[src/rtl/sar_seq_pkg.sv]
package sar_seq_pkg;

    localparam int FINE_BITS  = 3;
    localparam int CRS_CYC    = 11;
    localparam int FINE_ELEMS = (1 << FINE_BITS) - 1;
    localparam int N_CYC      = FINE_BITS + CRS_CYC;
    localparam int CYC_W      = $clog2(N_CYC);
    localparam int LVL_W      = FINE_BITS + 1;

    typedef enum logic [1:0] {
        ST_IDLE,
        ST_REGEN,
        ST_RESET
    } seq_state_e;

    // One accepted comparator decision, broadcast to the switch arrays
    typedef struct packed {
        logic             commit;
        logic             val;
        logic [CYC_W-1:0] idx;
    } sar_dec_t;

    // Thermometer code of a level: elements below the level are high
    function automatic logic [FINE_ELEMS-1:0] therm(input logic [LVL_W-1:0] lvl);
        logic [FINE_ELEMS-1:0] t;
        for (int i = 0; i < FINE_ELEMS; i++) begin
            t[i] = (LVL_W'(i) < lvl);
        end
        return t;
    endfunction

    // Search step for fine decision idx: the start level for idx 0, then halves
    function automatic logic [LVL_W-1:0] fine_step(input int idx);
        return LVL_W'(1) << (FINE_BITS - 1 - idx);
    endfunction

endpackage

[src/rtl/sar_dec_watchdog.sv]
module sar_dec_watchdog
    import sar_seq_pkg::*;
#(
    parameter int TIMEOUT = 16
) (
    input  logic clk,
    input  logic rst,
    input  logic run,
    input  logic rdy,
    output logic expire
);
    localparam int CW = $clog2(TIMEOUT + 1);

    logic [CW-1:0] cnt;

    assign expire = run && !rdy && (cnt == CW'(TIMEOUT - 1));

    always_ff @(posedge clk) begin
        if (rst || !run || rdy || expire) begin
            cnt <= '0;
        end else begin
            cnt <= cnt + 1'b1;
        end
    end

    p_wd_bound_r7: assert property (@(posedge clk) disable iff (rst)
        cnt <= CW'(TIMEOUT - 1));

    p_wd_leave_r7: assert property (@(posedge clk) disable iff (rst)
        expire |=> !run);

endmodule

[src/rtl/sar_fine_array.sv]
module sar_fine_array
    import sar_seq_pkg::*;
(
    input  logic                  clk,
    input  logic                  rst,
    input  logic                  clr,
    input  sar_dec_t              dec,
    output logic                  fine_on,
    output logic [FINE_ELEMS-1:0] fine_sw
);
    logic [LVL_W-1:0] lvl;
    logic             fine_hit;

    assign fine_hit = dec.commit && (dec.idx < CYC_W'(FINE_BITS));

    always_ff @(posedge clk) begin
        if (rst || clr) begin
            lvl     <= '0;
            fine_on <= 1'b0;
        end else if (fine_hit) begin
            if (dec.idx == '0) begin
                lvl     <= fine_step(0);
                fine_on <= 1'b1;
            end else if (dec.val) begin
                lvl <= lvl + fine_step(int'(dec.idx));
            end else begin
                lvl <= lvl - fine_step(int'(dec.idx));
            end
        end
    end

    assign fine_sw = therm(lvl);

    p_fine_therm_r4: assert property (@(posedge clk) disable iff (rst)
        (fine_sw & (fine_sw + 1'b1)) == '0);

    p_fine_second_r4: assert property (@(posedge clk) disable iff (rst)
        (fine_hit && dec.idx == CYC_W'(1) && !clr) |=>
            ($countones(fine_sw) == 2 || $countones(fine_sw) == 6));

    p_fine_mid_r2: assert property (@(posedge clk) disable iff (rst)
        !fine_on |-> fine_sw == '0);

endmodule

[src/rtl/sar_coarse_array.sv]
module sar_coarse_array
    import sar_seq_pkg::*;
(
    input  logic               clk,
    input  logic               rst,
    input  logic               clr,
    input  sar_dec_t           dec,
    output logic [CRS_CYC-1:0] crs_up,
    output logic [CRS_CYC-1:0] crs_dn
);
    // Pair j is owned by overall decision FINE_BITS + CRS_CYC - 1 - j
    for (genvar j = 0; j < CRS_CYC; j++) begin : g_pair
        localparam int OWN_IDX = FINE_BITS + CRS_CYC - 1 - j;
        always_ff @(posedge clk) begin
            if (rst || clr) begin
                crs_up[j] <= 1'b0;
                crs_dn[j] <= 1'b0;
            end else if (dec.commit && dec.idx == CYC_W'(OWN_IDX)) begin
                crs_up[j] <= dec.val;
                crs_dn[j] <= !dec.val;
            end
        end
    end

    p_pair_excl_r5: assert property (@(posedge clk) disable iff (rst)
        (crs_up & crs_dn) == '0);

    p_pair_hold_r5: assert property (@(posedge clk) disable iff (rst)
        !clr |=> (($past(crs_up | crs_dn) & ~(crs_up | crs_dn)) == '0));

endmodule

[src/rtl/sar_seq_ctrl.sv]
module sar_seq_ctrl
    import sar_seq_pkg::*;
#(
    parameter int TIMEOUT = 16
) (
    input  logic                  clk,
    input  logic                  rst,
    input  logic                  start,
    input  logic                  cmp_dec,
    input  logic                  cmp_rdy,
    output logic                  cmp_arm,
    output logic                  busy,
    output logic                  fine_on,
    output logic [FINE_ELEMS-1:0] fine_sw,
    output logic [CRS_CYC-1:0]    crs_up,
    output logic [CRS_CYC-1:0]    crs_dn,
    output logic [N_CYC-1:0]      dec_bits,
    output logic                  meta,
    output logic                  done
);
    seq_state_e       state;
    logic [CYC_W-1:0] cyc;
    logic             run;
    logic             expire;
    logic             last;
    logic             accept;
    logic             finish;
    logic             clr;
    sar_dec_t         dec;

    assign run     = (state == ST_REGEN);
    assign last    = (cyc == CYC_W'(N_CYC - 1));
    assign accept  = (state == ST_IDLE) && start;
    assign finish  = (state == ST_RESET) && last;
    assign clr     = accept || finish;
    assign cmp_arm = run;
    assign busy    = (state != ST_IDLE);

    assign dec.commit = run && (cmp_rdy || expire);
    assign dec.val    = cmp_rdy ? cmp_dec : 1'b0;
    assign dec.idx    = cyc;

    sar_dec_watchdog #(.TIMEOUT(TIMEOUT)) u_wd (
        .clk    (clk),
        .rst    (rst),
        .run    (run),
        .rdy    (cmp_rdy),
        .expire (expire)
    );

    sar_fine_array u_fine (
        .clk     (clk),
        .rst     (rst),
        .clr     (clr),
        .dec     (dec),
        .fine_on (fine_on),
        .fine_sw (fine_sw)
    );

    sar_coarse_array u_crs (
        .clk    (clk),
        .rst    (rst),
        .clr    (clr),
        .dec    (dec),
        .crs_up (crs_up),
        .crs_dn (crs_dn)
    );

    always_ff @(posedge clk) begin
        if (rst) begin
            state <= ST_IDLE;
            cyc   <= '0;
            done  <= 1'b0;
        end else begin
            done <= 1'b0;
            unique case (state)
                ST_IDLE: begin
                    if (start) begin
                        state <= ST_REGEN;
                        cyc   <= '0;
                    end
                end
                ST_REGEN: begin
                    if (dec.commit) state <= ST_RESET;
                end
                ST_RESET: begin
                    if (last) begin
                        state <= ST_IDLE;
                        done  <= 1'b1;
                    end else begin
                        cyc   <= cyc + 1'b1;
                        state <= ST_REGEN;
                    end
                end
                default: state <= ST_IDLE;
            endcase
        end
    end

    always_ff @(posedge clk) begin
        if (rst || accept) begin
            dec_bits <= '0;
            meta     <= 1'b0;
        end else if (dec.commit) begin
            dec_bits[CYC_W'(N_CYC - 1) - cyc] <= dec.val;
            if (!cmp_rdy) meta <= 1'b1;
        end
    end

    p_arm_drop_r3: assert property (@(posedge clk) disable iff (rst)
        dec.commit |=> !cmp_arm);

    p_done_pulse_r8: assert property (@(posedge clk) disable iff (rst)
        done |=> !done);

    p_done_idle_r8: assert property (@(posedge clk) disable iff (rst)
        done |-> (!busy && fine_sw == '0 && crs_up == '0 && crs_dn == '0));

    p_meta_sticky_r7: assert property (@(posedge clk) disable iff (rst)
        (busy && meta) |=> meta);

    p_ignore_start_r9: assert property (@(posedge clk) disable iff (rst)
        (busy && start && !finish) |=> busy);

endmodule

[config.mk]
export PLATFORM = sky130hd
export DESIGN_NAME = sar_seq_ctrl
export DESIGN_NICKNAME = d
export VERILOG_FILES = /design/src/rtl/sar_seq_pkg.sv /design/src/rtl/sar_dec_watchdog.sv /design/src/rtl/sar_fine_array.sv /design/src/rtl/sar_coarse_array.sv /design/src/rtl/sar_seq_ctrl.sv
export SDC_FILE = /design/constraint.sdc
export NUM_CORES = 1
export LEC_CHECK = 0
export BUFFER_PORTS_ARGS = -buffer_cell sky130_fd_sc_hd__clkbuf_2
export CORE_MARGIN = 4
export CORE_UTILIZATION = 55
export DETAILED_ROUTE_END_ITERATION = 10
export PLACE_DENSITY = 0.85
export SETUP_SLACK_MARGIN = 0.4
export SLEW_MARGIN = 40
export SYNTH_ARGS = -nofsm -noshare
export SYNTH_HDL_FRONTEND = slang
export SYNTH_HIERARCHICAL = 1
export SYNTH_SLANG_ARGS = --single-unit
[constraint.sdc]
create_clock -name clk -period 3.2 [get_ports clk]
set_clock_uncertainty 0.05 [all_clocks]
set_input_delay 0.64 -clock clk [delete_from_list [all_inputs] [get_ports clk]]
set_output_delay 0.64 -clock clk [all_outputs]
set_load 0.02 [all_outputs]
==> results.ini <==
[global_routing]
grt_pass1_vias=2395
grt_max_degree=23
grtUsageTotal_pct=22.2
use_met3_pct=4.42
met1_usage_pct=26.4
antenna_found_initial=0
grtUsageMet2_pct=39.9
overflow=0
busiest_layer=met2
grt_pass1_wl_mm=11.1

[yosys]
synthTopCellsByArea=dfxtp_1, mux2i_1, ha_1
synth_area_um2=2750
async_flop_share_pct=0
synth_common_cells=dfxtp_1, nand2_1, mux2i_1
synthFlopType=dfxtp_1
avgSynthCellArea_um2=9.20
yosysTopAreaCell=dfxtp_1
ys_seq_area_share_pct=39.3
synth.ff_latch_count=54
synth_most_common_cell=dfxtp_1
synth_cell_type_count=52
syn_inst=299
syn_nets=321
yosysWarnings=6
synth_edf_count=0
synth_top_area_share_pct=39.3

[timing]
hold_viol_final=0
rsz0062_at_grt=yes
finalSetupViolCount=0
fmax_ghz=0.358
slew_violations=0
setup_slack_ps=407
max-slew-margin-rel_pct=64.5
final.setup.tns_ps=0
tightest_slew_ps=532
timing.final.crit_share_pct=87.3
fin_crit_ps=2790

[drt]
wl_mm=6.84
ant_nets=0
first_iter_violations=221
drcViolationCount=0
routed_via_density=5.63
wl_per_cell_um=15.8
drt_pass1_iterations=4
route.vias.total=2438

[hold_path]
min_path_type=reg -> reg

[setup_path]
path_cells=buf_6 -> inv_1 -> ha_4 -> nand2_2 -> nor3_4 -> inv_1 -> ha_4 -> mux2_4 -> ha_4 -> a21o_1 -> a2111oi_4 -> o21bai_1 -> nand3_1
cp_max_fo=4
end_kind=flop
crit_path_top_delay_cell=dfxtp_4
worstPathRequired_ps=3410
worst-setup-path-type=reg -> reg
r2r_slack_ps=410
critPathLaunchType=flop
cp_common_cell=ha_4
cp.arrival_ps=3010
max_stage_delay_ps=390

[place]
port_buffers=52
gp_congestion=0.860
hpwl_mm=4.24
pre_cts_slack_ps=206
placed_area_um2=3070

[clock_tree]
clkTransAtPathRegs_ps=100
clock-root-buffer=clkbuf_8
htree_levels=2
cts.sinks=54
clk_latency_ps=310
holdBufCountCts=0
cts_inserted_buffers=5
clockBufferDepth=2
cts_tree=done

[layout]
utilization_pct=71.3
synthToLayoutAreaGrowth_pct=24.1
antenna_cells=0
nFillCells=357
nets=387
finish.instance_area_um2=3410
drive_gt1_share_pct=31.1

[power_and_ir_drop]
p_leak_nw=1.62
total_power_mw=1.31
power_per_cell_area_nw_per_um2=385
peakVddDrop_mv=0.445

[outcome]
status=complete, no violations

[floorplan]
start_util_pct=57.5
pin_count=53
core_area_um2=4790
rows=25
die_y_um=78.7
die_w_um=78.7
die-area_um2=6200

[flow_run]
drv.max_cap_violation_count=0

## cell usage in the layout, fill, tap and decap left out, types with 2 or more instances in the layout
master,instances
a211oi_1,2
a21o_1,3
a21oi_1,8
a21oi_2,2
and2b_1,2
and3b_2,3
buf_4,17
clkbuf_2,52
clkbuf_8,6
dfxtp_1,52
dfxtp_4,2
ha_1,11
ha_4,4
inv_1,10
inv_2,2
mux2i_1,35
nand2_1,46
nand2_2,2
nand2b_1,4
nand3_1,20
nand4_1,4
nor2_1,16
nor2b_1,6
nor3_1,7
o21a_1,2
o21ai_0,2
o21ai_1,2
or2_2,3
or3_1,3
or4b_4,2
xnor2_1,3
xor2_1,2
## path summary, 6_finish.rpt
path                                   from       endpoint  cells past startpoint
worst max-delay path                 cyc[1]  u_fine/lvl[3]                     13
worst min-delay path            u_wd/cnt[0]    u_wd/cnt[0]                      1
worst max register to register       cyc[1]  u_fine/lvl[3]                     13
worst min register to register  u_wd/cnt[0]    u_wd/cnt[0]                      1
## worst max-delay path: cells and delay by family (launching register included)
family / cells / cell delay, ps
AOI/OAI and AO/OA: 3 / 630
adders and majority gates: 3 / 740
buffers and inverters: 3 / 290
DFF: 1 / 390
muxes: 1 / 290
and+or+nand+nor: 3 / 350
## metal layers
layer | wire length (um) | share of wire (%) | vias up
met4 | 152 | 2.2 | 0
met3 | 340 | 5.0 | 19
met5 | 0 | 0 | -
met2 | 3500 | 51 | 96
li1 | - | - | 1179
met1 | 2850 | 42 | 1144
## per-stage QoR
step	instances	hold slack, ps
2_1_floorplan	299	367
3_3_place_gp	411	378
3_5_place_dp	411	402
4_1_cts	427	416
5_1_grt	433	428
6_report	433	411
## registers in the layout, summed over array words and instances, names as in the netlist
name	cells
u_crs/crs_up	11
dec_bits	14
state	2
done	1
u_wd/cnt	5
meta	1
u_crs/crs_dn	11
u_fine/lvl	4
cyc	4
u_fine/fine_on	1
## kinds of logic after synthesis
logic type | share of synthesized area (%)
flops | 39.3
buf+inv | 4.09
fa+ha+maj | 8.01
compound gates | 7.55
simple gates | 26.3
mux | 13.1
xor+xnor | 1.59
## power breakdown
part | internal [mW] | total (mW) | leakage (nW) | switching, mW
Sequential | 0.674 | 0.679 | 0.437 | 0.00502
Combinational | 0.0363 | 0.105 | 1.11 | 0.0692
Clock | 0.302 | 0.528 | 0.0696 | 0.226
Total | 1.01 | 1.31 | 1.62 | 0.300
## layout make-up
cell class / instances / area, um2 / area share [%]
inverters: 12 / 45.0 / 1.32
clock inverters: 1 / 30.0 / 0.880
well taps: 67 / 83.8 / 2.46
repair buffers: 70 / 399 / 11.7
multi-input cells: 222 / 1660 / 48.6
clock buffers: 7 / 108 / 3.15
flip-flops and latches: 54 / 1090 / 31.9
## timing repair
| action | in CTS | in global routing |
|---|---|---|
| pin swaps | 2 | 10 |
| setup buffers | 8 | 6 |
| endpoints found under the setup margin | 2 | 15 |
| resized for setup | 2 | 18 |
| hold endpoints to repair | 0 | 0 |
Power figures use the tool's default switching activity.
